[src/rtl/tick_timer_pkg.sv]
// Shared constants for the tick timer: register offsets and field positions.
// Assumes a 32-bit register word with byte addressing.
package tick_timer_pkg;
    localparam int DATA_W   = 32;
    localparam int EN_BIT   = 31;
    localparam int MODE_BIT = 30;
    localparam int ACK_BIT  = 30;
    localparam logic [3:0] OFS_CTRL = 4'h0;
    localparam logic [3:0] OFS_STAT = 4'h4;
endpackage

[src/rtl/tt_regs.sv]
// Register decode and read-back mux for the tick timer.
// Assumes CNT_W <= 29, so that bit 29 of the control word is always reserved.
module tt_regs
    import tick_timer_pkg::*;
#(
    parameter int CNT_W  = 29,
    parameter int ADDR_W = 4
) (
    input  logic              reg_we,
    input  logic [ADDR_W-1:0] reg_addr,
    input  logic [DATA_W-1:0] reg_wdata,
    input  logic              en_q,
    input  logic              per_q,
    input  logic [CNT_W-1:0]  cnt_q,
    input  logic              pend_q,
    output logic              wr_ctrl,
    output logic              wr_en,
    output logic              wr_per,
    output logic [CNT_W-1:0]  wr_cnt,
    output logic              clr,
    output logic [DATA_W-1:0] reg_rdata
);
    logic sel_ctrl, sel_stat;
    logic [29-CNT_W:0] unused_bits;

    // Decode the offset into the two register selects.
    always_comb begin
        sel_ctrl = (reg_addr == ADDR_W'(OFS_CTRL));
        sel_stat = (reg_addr == ADDR_W'(OFS_STAT));
    end

    // Split the write data into control fields and the acknowledge strobe.
    always_comb begin
        wr_ctrl = reg_we && sel_ctrl;
        wr_en   = reg_wdata[EN_BIT];
        wr_per  = reg_wdata[MODE_BIT];
        wr_cnt  = reg_wdata[CNT_W-1:0];
        clr     = reg_we && sel_stat && reg_wdata[ACK_BIT];
    end
    assign unused_bits = reg_wdata[29:CNT_W];

    // Build the read-back word for the selected register.
    always_comb begin
        reg_rdata = '0;
        if (sel_ctrl) begin
            reg_rdata[EN_BIT]    = en_q;
            reg_rdata[MODE_BIT]  = per_q;
            reg_rdata[CNT_W-1:0] = cnt_q;
        end else if (sel_stat) begin
            reg_rdata[ACK_BIT] = pend_q;
        end
    end
endmodule

[src/rtl/tt_counter.sv]
// Down counter with reload, the enable flag and the repeat flag.
// Assumes tick is a single-cycle strobe. A control write wins over a tick in the same cycle.
module tt_counter #(
    parameter int CNT_W = 29
) (
    input  logic             clk,
    input  logic             rst_n,
    input  logic             tick,
    input  logic             wr_ctrl,
    input  logic             wr_en,
    input  logic             wr_per,
    input  logic [CNT_W-1:0] wr_cnt,
    output logic             en_q,
    output logic             per_q,
    output logic [CNT_W-1:0] cnt_q,
    output logic             expire
);
    logic [CNT_W-1:0] reload_q;

    // An expiry is a tick that finds the enabled counter already at zero.
    always_comb expire = tick && en_q && (cnt_q == '0) && !wr_ctrl;

    // Load on write, otherwise count down, reload or stop on ticks.
    always_ff @(posedge clk) begin
        if (!rst_n) begin
            en_q     <= 1'b0;
            per_q    <= 1'b0;
            cnt_q    <= '0;
            reload_q <= '0;
        end else if (wr_ctrl) begin
            en_q     <= wr_en;
            per_q    <= wr_per;
            cnt_q    <= wr_cnt;
            reload_q <= wr_cnt;
        end else if (tick && en_q) begin
            if (cnt_q == '0) begin
                if (per_q) cnt_q <= reload_q;
                else       en_q  <= 1'b0;
            end else begin
                cnt_q <= cnt_q - 1'b1;
            end
        end
    end


    oneshot_stop_chk: assert property (@(posedge clk) disable iff (!rst_n)
        (expire && !per_q) |=> (!en_q && cnt_q == '0));

    periodic_reload_chk: assert property (@(posedge clk) disable iff (!rst_n)
        (expire && per_q) |=> (en_q && cnt_q == reload_q));

    tick_decrement_chk: assert property (@(posedge clk) disable iff (!rst_n)
        (tick && en_q && cnt_q != '0 && !wr_ctrl) |=> (cnt_q == $past(cnt_q) - 1'b1));

    idle_hold_chk: assert property (@(posedge clk) disable iff (!rst_n)
        (!tick && !wr_ctrl) |=> $stable(cnt_q));
endmodule

[src/rtl/tt_irq.sv]
// Pending-interrupt flag: set by an expiry, cleared by an acknowledge. Set wins.
// Assumes expire and clr are single-cycle strobes.
module tt_irq (
    input  logic clk,
    input  logic rst_n,
    input  logic expire,
    input  logic clr,
    output logic pend_q
);
    // Hold the level interrupt until it is acknowledged.
    always_ff @(posedge clk) begin
        if (!rst_n)      pend_q <= 1'b0;
        else if (expire) pend_q <= 1'b1;
        else if (clr)    pend_q <= 1'b0;
    end


    expire_sets_chk: assert property (@(posedge clk) disable iff (!rst_n)
        expire |=> pend_q);

    ack_clears_chk: assert property (@(posedge clk) disable iff (!rst_n)
        (clr && !expire) |=> !pend_q);

    quiet_hold_chk: assert property (@(posedge clk) disable iff (!rst_n)
        (!clr && !expire) |=> $stable(pend_q));
endmodule

[src/rtl/tick_timer.sv]
// Top level of the tick timer: register decode, counter and interrupt flag.
// Assumes the tick strobe comes from outside and is synchronous to clk.
module tick_timer #(
    parameter int CNT_W  = 29,
    parameter int ADDR_W = 4
) (
    input  logic        clk,
    input  logic        rst_n,
    input  logic        tick,
    input  logic        reg_we,
    input  logic [3:0]  reg_addr,
    input  logic [31:0] reg_wdata,
    output logic [31:0] reg_rdata,
    output logic        irq
);
    logic             wr_ctrl, wr_en, wr_per, clr, expire;
    logic [CNT_W-1:0] wr_cnt, cnt_q;
    logic             en_q, per_q, pend_q;

    tt_regs #(.CNT_W(CNT_W), .ADDR_W(ADDR_W)) regs_i (
        .reg_we(reg_we), .reg_addr(reg_addr[ADDR_W-1:0]), .reg_wdata(reg_wdata),
        .en_q(en_q), .per_q(per_q), .cnt_q(cnt_q), .pend_q(pend_q),
        .wr_ctrl(wr_ctrl), .wr_en(wr_en), .wr_per(wr_per), .wr_cnt(wr_cnt),
        .clr(clr), .reg_rdata(reg_rdata)
    );

    tt_counter #(.CNT_W(CNT_W)) cnt_i (
        .clk(clk), .rst_n(rst_n), .tick(tick),
        .wr_ctrl(wr_ctrl), .wr_en(wr_en), .wr_per(wr_per), .wr_cnt(wr_cnt),
        .en_q(en_q), .per_q(per_q), .cnt_q(cnt_q), .expire(expire)
    );

    tt_irq irq_i (
        .clk(clk), .rst_n(rst_n), .expire(expire), .clr(clr), .pend_q(pend_q)
    );

    assign irq = pend_q;


    stopped_quiet_chk: assert property (@(posedge clk) disable iff (!rst_n)
        (!en_q && !pend_q && !reg_we) |=> !irq);
endmodule

[config.mk]
export PLATFORM = sky130hd
export DESIGN_NAME = tick_timer
export DESIGN_NICKNAME = d
export VERILOG_FILES = /design/src/rtl/tick_timer_pkg.sv /design/src/rtl/tt_regs.sv /design/src/rtl/tt_counter.sv /design/src/rtl/tt_irq.sv /design/src/rtl/tick_timer.sv
export SDC_FILE = /design/constraint.sdc
export NUM_CORES = 1
export LEC_CHECK = 0
export BUFFER_PORTS_ARGS = -buffer_cell sky130_fd_sc_hd__buf_4
export CAP_MARGIN = 15
export CELL_PAD_IN_SITES_DETAIL_PLACEMENT = 2
export CELL_PAD_IN_SITES_GLOBAL_PLACEMENT = 2
export CORE_MARGIN = 10
export CORE_UTILIZATION = 25
export CTS_CLUSTER_DIAMETER = 100
export DETAILED_ROUTE_END_ITERATION = 8
export GPL_TIMING_DRIVEN = 0
export PLACE_DENSITY_LB_ADDON = 0.1
export SETUP_SLACK_MARGIN = 0.1
export SYNTH_ARGS = -nofsm -noshare
export SYNTH_HDL_FRONTEND = slang
export SYNTH_SLANG_ARGS = --single-unit
[constraint.sdc]
create_clock -name clk -period 3.91 [get_ports clk]
set_input_delay 0.1955 -clock clk [delete_from_list [all_inputs] [get_ports clk]]
set_output_delay 0.1955 -clock clk [all_outputs]
set_load 0.03 [all_outputs]
# --- Word-level counts from Yosys, hierarchy flattened ---
# Index checks and enable logic that the tools add are counted.
word_totals:
  regBits: 61
  in_bits: 40
  elab_cells: 37
op_classes:
  addsub: 1
  eq_ne: 3
  mux: 14
  reduce_logical: 14
ops:
  columns: ["cell", "n"]
  rows:
  - ["2-to-1 mux 29 bit", 5]
  - ["logical NOT 29 bit", 1]
  - ["subtractor 29 x 1 -> 29 bit (second input constant)", 1]
  - ["2-to-1 mux 1 bit", 9]
  - ["logical AND 1 bit", 6]
  - ["nonzero test 2 bit", 3]
  - ["== test 4 x 3 -> 1 bit (second input constant)", 1]
  - ["logical NOT 4 bit", 1]
  - ["!= test 3 x 1 -> 1 bit (second input constant)", 1]
  - ["AND reduction 3 bit", 1]
  - ["!= test 2 x 1 -> 1 bit (second input constant)", 1]
  - ["AND reduction 2 bit", 1]
  - ["logical NOT 1 bit", 1]

# --- Logic depth before layout (Yosys ltp) ---
# Gate-level depths: netlist (run 1).
depth:
  word_depth: 5
  depth_mapped: 10
  ltp_nobuf: 8

# --- Modules after synthesis ---
# From an unflattened synthesis (run 1), not the netlist that was laid out.
hier_totals:
  cells_unflattened: 453
  area_unflattened_um2: 3667.3
by_module_without_submodules:
  columns: ["module", "n_inst", "cells_each", "area_per_inst_um2", "seq_area_each_um2"]
  rows:
  - ["tt_counter", 1, 377, 3100.5, 1201.2]
  - ["tt_regs", 1, 73, 525.5, 0.0]
  - ["tt_irq", 1, 3, 41.3, 20.0]

# --- Least setup slack after synthesis (run 1) ---
# Ideal clock, no wire load.
synth_path:
  kind: "register to register"
  from: "register cnt_i.cnt_q[0]"
  to: "register cnt_i.cnt_q[24]"
  setup_ns: 0.119
  arrival_ns: 2.059
  t_required_ns: 3.791
  slack_ns: 1.731
  path_stages_with_launch: 9
  period_less_slack_ns: 2.179
  path_cell_list: "dfxtp_1 -> inv_1 -> ha_1 -> nor3b_2 -> nand2_2 -> or3_4 -> a2111oi_4 -> mux2i_1 -> a21oi_1"
synth_via:
  elab_chain_cells: 4
  word_cells_on_any_way: 7
  classes_between: "add/sub: 1; eq/ne: 1; mux: 3; reduce/logical: 2"
synth_rtl:
  columns: ["item", "line_no", "source"]
  rows:
  - ["start, declared", "tt_counter.sv:15", "output logic [CNT_W-1:0] cnt_q,"]
  - ["start signal, assigned", "tt_counter.sv:33", "cnt_q <= wr_cnt;"]
  - ["start signal, assigned", "tt_counter.sv:37", "if (per_q) cnt_q <= reload_q;"]
  - ["start signal, assigned", "tt_counter.sv:40", "cnt_q <= cnt_q - 1'b1;"]
  - ["subtractor 29 x 1 -> 29 bit / logical NOT 29 bit (equally long branches)", "tt_counter.sv:40, tt_counter.sv:36", null]
  - ["2-to-1 mux 29 bit", "tt_counter.sv:36", "if (cnt_q == '0) begin"]
  - ["2-to-1 mux 29 bit", "tt_counter.sv:35", "end else if (tick && en_q) begin"]
  - ["2-to-1 mux 29 bit", "tt_counter.sv:30", "end else if (wr_ctrl) begin"]
# Parallel ways exist; a longest one is shown, timed or not. The select of a mux whose other input is x is not followed.
# A chain may end at the register's enable or synchronous reset.

# --- Worst setup path after layout (run 1) ---
layout_path:
  from: "register cnt_i.cnt_q[0]"
  to: "register cnt_i.cnt_q[21]"
# Same word-level chain as after synthesis.

==> results of run 1 <==
[worst reg2reg max path: stages, from the launching register on]
cell     delay [ns]
dfxtp_1        0.36
inv_1          0.13
ha_1           0.19
nor3b_2        0.49
nand4_4        0.27
o31ai_4        0.65
nand2_2        0.32
nand2_1        0.42
o31ai_1        0.15
[cells in the mapped netlist (all sizes together), types with 5 or more instances]
master / n / area (um^2)
or3: 6 / 43.8
nand3: 8 / 40.0
o41ai: 7 / 61.3
nor3: 12 / 65.1
nor2: 24 / 90.1
nand2: 85 / 327
a31oi: 12 / 75.1
a21boi: 30 / 225
o21ai: 22 / 110
or4: 5 / 37.5
clkbuf: 16 / 60.1
dfxtp: 61 / 1220
o31ai: 9 / 81.3
nor4: 10 / 98.8
a21oi: 19 / 95.1
o211ai: 9 / 67.6
and3: 7 / 43.8
buf: 14 / 81.3
and2: 36 / 226
[metrics by stage]
step                      setup WS (ns)  total power, W  hold WS [ns]  instance area [um^2]  instances
after global placement            0.465         0.00103         0.450                  4300        699
after global routing              0.552         0.00181         0.136                  4550        710
final                             0.795         0.00174         0.131                  4550        710
after floorplan                    1.73        0.000885         0.340                  3550        449
after detailed placement          0.827         0.00104         0.468                  4310        699
after CTS                         0.800         0.00175         0.119                  4550        710
[routing by layer]
layer	vias up	track usage
met5	-	0
met4	0	0.0412
met3	11	0.0466
met2	77	0.283
met1	1909	0.212
li1	1794	-
[worst max path at each step]
stage	from	to	slack (ns)	cells after the start
floorplan	cnt_i.cnt_q[0]	cnt_i.cnt_q[24]	1.73	8
global placement	reg_addr[1]	cnt_i.reload_q[16]	0.47	7
detailed placement	cnt_i.cnt_q[0]	cnt_i.cnt_q[17]	0.83	8
CTS	cnt_i.cnt_q[0]	cnt_i.cnt_q[17]	0.80	8
global route	cnt_i.cnt_q[0]	cnt_i.cnt_q[12]	0.55	8
finish	cnt_i.cnt_q[0]	cnt_i.cnt_q[21]	0.79	8
[power by group]
group | switching, W | leakage (nW) | internal (W)
clock network | 0.000276 | 0.119 | 0.000428
logic | 0.000254 | 1.13 | 0.000136
registers | 0.0000111 | 0.492 | 0.000632
[layout by cell type, fill, tap and decap left out, types with 4 or more instances in the layout]
cell / Yosys / final
clkbuf_16: 0 / 9
nand3_1: 8 / 8
or3_1: 4 / 4
or4_1: 5 / 5
clkbuf_1: 16 / 17
buf_4: 3 / 73
dfxtp_1: 61 / 61
a21oi_1: 19 / 19
nor3_1: 11 / 11
a21boi_0: 29 / 29
o31ai_1: 8 / 8
o21ai_1: 10 / 10
nor2_1: 24 / 24
and2_1: 34 / 34
and3_1: 7 / 7
buf_2: 8 / 8
o21ai_0: 12 / 12
o22ai_1: 4 / 4
a31oi_1: 12 / 12
nand2_1: 82 / 82
o41ai_1: 7 / 7
nor4_1: 7 / 6
o211ai_1: 9 / 9
[registers in the layout, indices dropped and copies added (netlist names)]
name / flops
cnt_i.en_q: 1
irq_i.pend_q: 1
cnt_i.cnt_q: 29
cnt_i.per_q: 1
cnt_i.reload_q: 29
[final cells by class]
| class | instances | area (um^2) | area share |
|---|---|---|---|
| Multi-Input combinational cell | 354 | 2170 | 0.478 |
| Sequential cell | 61 | 1220 | 0.268 |
| Timing Repair Buffer | 70 | 526 | 0.115 |
| Clock buffer | 11 | 243 | 0.0533 |
| Tap cell | 180 | 225 | 0.0495 |
| Buffer | 31 | 150 | 0.0330 |
| Inverter | 3 | 11.3 | 0.00247 |
[cells by family after synthesis]
| family | after synthesis |
|---|---|
| adders and majority gates | 1 |
| xor gates and xnor gates | 5 |
| other | 1 |
| DFF | 61 |
| and+or+nand+nor | 210 |
| buffers and inverters | 34 |
| muxes | 4 |
| AOI/OAI and AO/OA | 133 |
==> flow_summary.toml, run 1 <==
[outcome]
status = "finished, final reports clean"

[critical_path]
crit_path_max_incr_delay_ns = 0.65
r2r_slack_ns = 0.79
reg2reg_depth = 8
crit_family = "simple AND/OR/NAND/NOR gates"
crit_type = "register to register"
startpoint_type = "register"
path_cells = "inv_1, ha_1, nor3b_2, nand4_4, o31ai_4, nand2_2, nand2_1, o31ai_1"
r2r_end = "cnt_i.cnt_q[21]"
worst_ep_required_time_ns = 4.12
crit_buf_inv = 1
path_max_fanout = 10
slowest_stage = "o31ai_4"
endpoint_kind = "register"
cp.arrival_ns = 3.32
worstReg2RegStart = "cnt_i.cnt_q[0]"

[timing]
finalMaxSlewViolations = 0
fin_skew_ns = 0.00696
period_minus_slack_ns = 3.12
period_share = 0.797
maxSlewHeadroom = 0.400
hold_violations = 0
finalSetupTns_ns = 0
rsz0062_at_grt = "no"
timing.fmax_ghz = 0.321
worst_pin_slew_ns = 0.900
setup_viol = 0

[routing]
drt-met1-wl_um = 7560
firstDrtPassIters = 4
num_vias = 3791
drc_errors = 0
wl_met2_um = 8110
wl_met3_um = 769
wirelength_um = 16600
viasPerCell = 5.34
drtIter0Drc = 234
dr.max_layer_used = "met4"
ant_nets = 0
wl_per_cell_um = 23.4

[clocking]
cts.clk_slew.worst_paths_ns = 0.05
clk_latency_ns = 0.34
cts_hold_buf = 0
cts_max_level = 3
cts_root_buffer = "clkbuf_16"
cts_resized = 0
numCtsBuffers = 9
cts.sinks = 61
postCtsSetupBuffers = 0
cts_tree = "yes"
clock_tree.buffer_depth = 2

[min_path]
hold_start = "reg_wdata[4]"
min_path_cells = 3
hold_end = "cnt_i.reload_q[4]"
hp-class = "primary input to register"

[global_route]
overflow = 0
grt_antenna_before_repair = 0
first_global_vias = 4233
grt_max_degree = 11
grtUsageTotal = 0.170
grt_first_pass_wirelength_um = 25800

[logic_synthesis]
ys_seq_area_frac = 0.344
syn-cell-area_mm2 = 0.00355
yosys.area_share.simple = 0.315
synth_xor_area_frac = 0.0123
synthArstFlopShare = 0
synth_adder_area_share = 0.00352
synth_compound_area_frac = 0.267
synth_top_family_by_area = "simple AND/OR/NAND/NOR gates"
ys.flop_type = "dfxtp_1"
ys_warn_count = 0
ys_ff_latch = 61
synth_fp_nets = 490
muxShareOfSynthArea = 0.0116
synth_cells = 449
synth-edff-count = 0
syn_area_per_cell_um2 = 7.91
synthDistinctLibCells = 68

[run]
cap_violations = 0

[floorplan]
pin_count = 73
initial_utilization = 0.256
core_region_area_mm2 = 0.0139
rows = 43
die-area_mm2 = 0.0194
die_y_um = 139
die_x_um = 139

[placement]
place_hpwl_um = 12300
port_buffers = 70
place.gp.congestion = 0.819

[final_layout]
drive_gt1_frac = 0.208
n_antenna_cell = 0
nNetsFinal = 571
final_core_util = 0.328
fillers = 1643
area_delta_synth_final_pct = 28.2

[power_and_ir_drop]
pwr_density_cell_mw_per_mm2 = 382
p_leak_nw = 1.74
ir_drop_mv = 0.183
No activity file was read; power rests on OpenSTA's default activity.
==> run 2, diff against run 1 <==
Clock period 3.91 ns to 3 ns, I/O delays scaled along.
==> run 2 against run 1 <==
Compared with the run above:
- global-route usage is essentially flat
- combinational power grew 32%
- via count grew 1.4%
- clock power grew 30%
- flip-flop and latch count is the same
- non-clock buffer count grew 1
- sequential share of layout area shrank 0.12 points
- first-iteration DRC count grew 24%
- core utilization grew 0.14 points
- critical path type unchanged
==> flow_summary.toml, run 2 (synthesis results as in run 1) <==
[outcome]
status = "finished, final reports clean"

[clocking]
clk_latency_ns = 0.34
cts_tree = "yes"
clock_tree.buffer_depth = 2
cts.sinks = 61
cts_root_buffer = "clkbuf_16"
cts_max_level = 3
numCtsBuffers = 9
cts.clk_slew.worst_paths_ns = 0.05
cts_hold_buf = 0

[placement]
place.gp.congestion = 0.819
port_buffers = 70
dp_worst_setup_slack_ns = -0.0825
place_hpwl_um = 12300

[run]
cap_violations = 0

[floorplan]
rows = 43
pin_count = 73
initial_utilization = 0.256
die_y_um = 139
die_x_um = 139
core_region_area_mm2 = 0.0139
die-area_mm2 = 0.0194

[power_and_ir_drop]
swShare = 0.312
p_leak_nw = 1.75
intPower_w = 0.00156
share_seq_of_total_power = 0.370
total_power_w = 0.00227
ir_drop_mv = 0.240
p_comb_frac = 0.227
power.switching_w = 0.000707
pwr-share-clk = 0.404
pwr_density_cell_mw_per_mm2 = 496

[routing]
ant_nets = 0
drc_errors = 0
firstDrtPassIters = 4
viasPerCell = 5.41
num_vias = 3845
wirelength_um = 16600
drtIter0Drc = 291
wl_per_cell_um = 23.4

[global_route]
grt_first_pass_wirelength_um = 25800
grtUsageTotal = 0.170
first_global_vias = 4225
grt_antenna_before_repair = 0
overflow = 0
grt_max_degree = 11

[timing]
fin_skew_ns = 0.00642
finalMaxSlewViolations = 0
period_minus_slack_ns = 2.69
hold_violations = 0
worst_pin_slew_ns = 0.917
setup_slack_ns = 0.306
period_share = 0.898
timing.fmax_ghz = 0.371
rsz0062_at_grt = "no"
setup_viol = 0
maxSlewHeadroom = 0.388

[final_layout]
mostFrequentLayoutCells = "82 x nand2_1, 74 x buf_4, 61 x dfxtp_1, 34 x and2_1, 29 x a21boi_0"
n_antenna_cell = 0
area_delta_synth_final_pct = 28.7
multi_input_area_mm2 = 0.00219
drive_gt1_frac = 0.209
largest_registers = "cnt_i.cnt_q (29), cnt_i.reload_q (29)"
fillers = 1640
area.sequential_mm2 = 0.00122
final_core_util = 0.329
nNetsFinal = 572
final_common_cell = "nand2_1"

[critical_path]
cp.arrival_ns = 2.91
startpoint_type = "register"
crit_type = "register to register"
endpoint_kind = "register"
path_max_fanout = 9
worst_ep_required_time_ns = 3.21

[min_path]
hp-class = "primary input to register"
run 2: cell types whose count changed in the layout (fill, tap and decap cells not counted):
cell	change
nor3_4	+1
nor3b_4	+1
nor3b_2	-1
buf_4	+1
nor3_2	-1
run 2: stage by stage:
step                TNS, ns  instances  instance area (um^2)  hold WS [ns]
finish                    0        711                  4570        0.0831
global route              0        711                  4570        0.0906
CTS                       0        711                  4560        0.0736
detailed placement   -0.623        699                  4310         0.435
global placement      -6.22        699                  4300         0.423
floorplan                 0        449                  3550         0.295
run 2: repair_timing:
item / CTS / global route
setup endpoints to repair: 12 / 17
buffers inserted: 1 / 0
gates resized for setup: 0 / 2
hold endpoints to repair: 0 / 0
pin swaps: 1 / 0
run 2: power by group through the flow:
stage	logic [W]	registers [W]	clock network (W)
CTS	0.000506	0.000838	0.000939
finish	0.000514	0.000838	0.000915
global placement	0.000495	0.000854	0
global route	0.000555	0.000839	0.000975
detailed placement	0.000502	0.000855	0
floorplan	0.000305	0.000849	0
run 2: area by class of cell:
class / count / share of cell area
buffer: 31 / 0.0328
clock buffer: 11 / 0.0531
inverter: 3 / 0.00246
multi-input combinational: 354 / 0.479
sequential: 61 / 0.267
tap: 180 / 0.0493
timing repair buffer: 71 / 0.117
run 2: path summary, 6_finish.rpt:
check               startpoint           endpoint  slack (ns)  cells after the start
max             cnt_i.cnt_q[0]     cnt_i.cnt_q[6]        0.31                      8
min               reg_wdata[4]  cnt_i.reload_q[4]        0.08                      3
max reg2reg     cnt_i.cnt_q[0]     cnt_i.cnt_q[6]        0.31                      8
min reg2reg  cnt_i.reload_q[8]  cnt_i.reload_q[8]        0.47                      2
run 2: per-layer routing:
metal  up-vias  part of all wire  track usage
met5         -                 0            0
met4         0             0.013       0.0373
met3        14             0.038       0.0455
met2        77              0.48        0.284
met1      1955              0.47        0.214
li1       1799                 -            -
run 2: worst max-delay path, cell delays in order, from the launching register on:
cell and delay, ns:
dfxtp_1 0.36, inv_1 0.13, ha_1 0.21, nor3b_4 0.39
nand4_4 0.26, nor3_1 0.60, nor2_1 0.22, nand2_1 0.26
o21ai_0 0.13
==> run 3, diff against run 2 <==
Settings changed: MAX_ROUTING_LAYER set to met4.
==> run 3 against run 2 <==
Compared with the run above:
- die area stayed put
- via count is 0.96% lower
- cell count stayed put
- critical path depth stayed put
- largest cell class unchanged
==> flow_summary.toml, run 3 (synthesis results as in run 1) <==
[power_and_ir_drop]
pwr_density_cell_mw_per_mm2 = 496
swShare = 0.311
p_leak_nw = 1.75
intPower_w = 0.00156
ir_drop_mv = 0.241
pwr-share-clk = 0.404
power.switching_w = 0.000705
p_comb_frac = 0.226
share_seq_of_total_power = 0.370

[placement]
place.gp.congestion = 0.831
place_hpwl_um = 12300
port_buffers = 70
dp_worst_setup_slack_ns = -0.0825
dpl.cell_count = 699

[floorplan]
die-area_mm2 = 0.0194
core_region_area_mm2 = 0.0139
die_y_um = 139
initial_utilization = 0.256
rows = 43
pin_count = 73
die_x_um = 139

[critical_path]
startpoint_type = "register"
path_cells = "inv_1, ha_1, nor3b_4, nand4_4, nand2b_1, nor2_1, a22oi_1, nor2b_1"
crit_type = "register to register"
cp.arrival_ns = 2.94
crit_path_max_incr_delay_ns = 0.52
endpoint_kind = "register"
worst_ep_required_time_ns = 3.26
crit_family = "simple AND/OR/NAND/NOR gates"
crit_buf_inv = 1
path_max_fanout = 9
slowest_stage = "nor2_1"

[timing]
maxSlewHeadroom = 0.406
timing.fmax_ghz = 0.374
finalMaxSlewViolations = 0
period_minus_slack_ns = 2.68
setup_viol = 0
rsz0062_at_grt = "no"
setup_slack_ns = 0.323
period_share = 0.892
worst_pin_slew_ns = 0.890
fin_skew_ns = 0.00702
hold_violations = 0
hold_slack_ns = 0.0824

[global_route]
grtUsageTotal = 0.175
grt_first_pass_wirelength_um = 25800
grt_antenna_before_repair = 0
first_global_vias = 4234
grt_max_degree = 11
overflow = 0

[clocking]
cts.sinks = 61
cts_tree = "yes"
cts_root_buffer = "clkbuf_16"
cts.clk_slew.worst_paths_ns = 0.05
clock_tree.buffer_depth = 2
numCtsBuffers = 9
cts_max_level = 3
clk_latency_ns = 0.34

[routing]
drc_errors = 0
wirelength_um = 16600
wl_per_cell_um = 23.3
num_vias = 3808
ant_nets = 0
drtIter0Drc = 303
firstDrtPassIters = 4
viasPerCell = 5.36

[final_layout]
area_delta_synth_final_pct = 28.7
mostFrequentLayoutCells = "82 x nand2_1, 74 x buf_4, 61 x dfxtp_1, 34 x and2_1, 29 x a21boi_0"
largest_registers = "cnt_i.cnt_q (29), cnt_i.reload_q (29)"
final_core_util = 0.329
fin_cells = 711
final_common_cell = "nand2_1"
n_antenna_cell = 0
drive_gt1_frac = 0.209
nNetsFinal = 572

[min_path]
hp-class = "primary input to register"

[run]
cap_violations = 0

[outcome]
status = "finished, final reports clean"
[run 3: power groups by stage]
| stage | clock [W] | sequential (W) | combinational (W) |
|---|---|---|---|
| 2_1_floorplan | 0 | 0.000849 | 0.000305 |
| 3_5_place_dp | 0 | 0.000855 | 0.000502 |
| 3_3_place_gp | 0 | 0.000854 | 0.000495 |
| 6_report | 0.000915 | 0.000838 | 0.000512 |
| 5_1_grt | 0.000975 | 0.000839 | 0.000555 |
| 4_1_cts | 0.000939 | 0.000838 | 0.000506 |
[run 3: layout make-up]
| cell class | count | area, um^2 |
|---|---|---|
| timing repair buffer | 71 | 533 |
| buffer | 31 | 150 |
| multi-input combinational | 354 | 2190 |
| tap | 180 | 225 |
| clock buffer | 11 | 243 |
| fill | 1640 | 9310 |
| inverter | 3 | 11.3 |
| sequential | 61 | 1220 |
[run 3: worst min-delay path: stages]
cell and delay (ns):
buf_4 0.11, nand2_1 0.04, a21boi_0 0.06
[run 3: path summary, 6_finish.rpt]
path,from,end,slack (ns),depth (start not counted)
max,cnt_i.cnt_q[0],irq_i.pend_q,0.32,8
min reg2reg,cnt_i.reload_q[22],cnt_i.reload_q[22],0.47,2
max reg2reg,cnt_i.cnt_q[0],irq_i.pend_q,0.32,8
min,reg_wdata[4],cnt_i.reload_q[4],0.08,3
[run 3: through the flow]
| step | TNS, ns | cell area, um^2 | total power [W] |
|---|---|---|---|
| finish | 0 | 4570 | 0.00226 |
| global route | 0 | 4570 | 0.00237 |
| CTS | 0 | 4560 | 0.00228 |
| detailed placement | -0.623 | 4310 | 0.00136 |
| global placement | -6.22 | 4300 | 0.00135 |
| floorplan | 0 | 3550 | 0.00115 |
[run 3: routing by layer]
metal | up-vias | GRT usage | wire (um)
met4 | 0 | 0.0373 | 209
met2 | 78 | 0.285 | 8040
met3 | 13 | 0.0384 | 621
li1 | 1794 | - | -
met5 | - | - | 0
met1 | 1923 | 0.217 | 7720
[run 3: timing repair]
item	in CTS	in global routing
setup endpoints to repair	12	17
resized for setup	0	2
pin swaps	1	0
buffers inserted	1	0
hold buffers	0	0
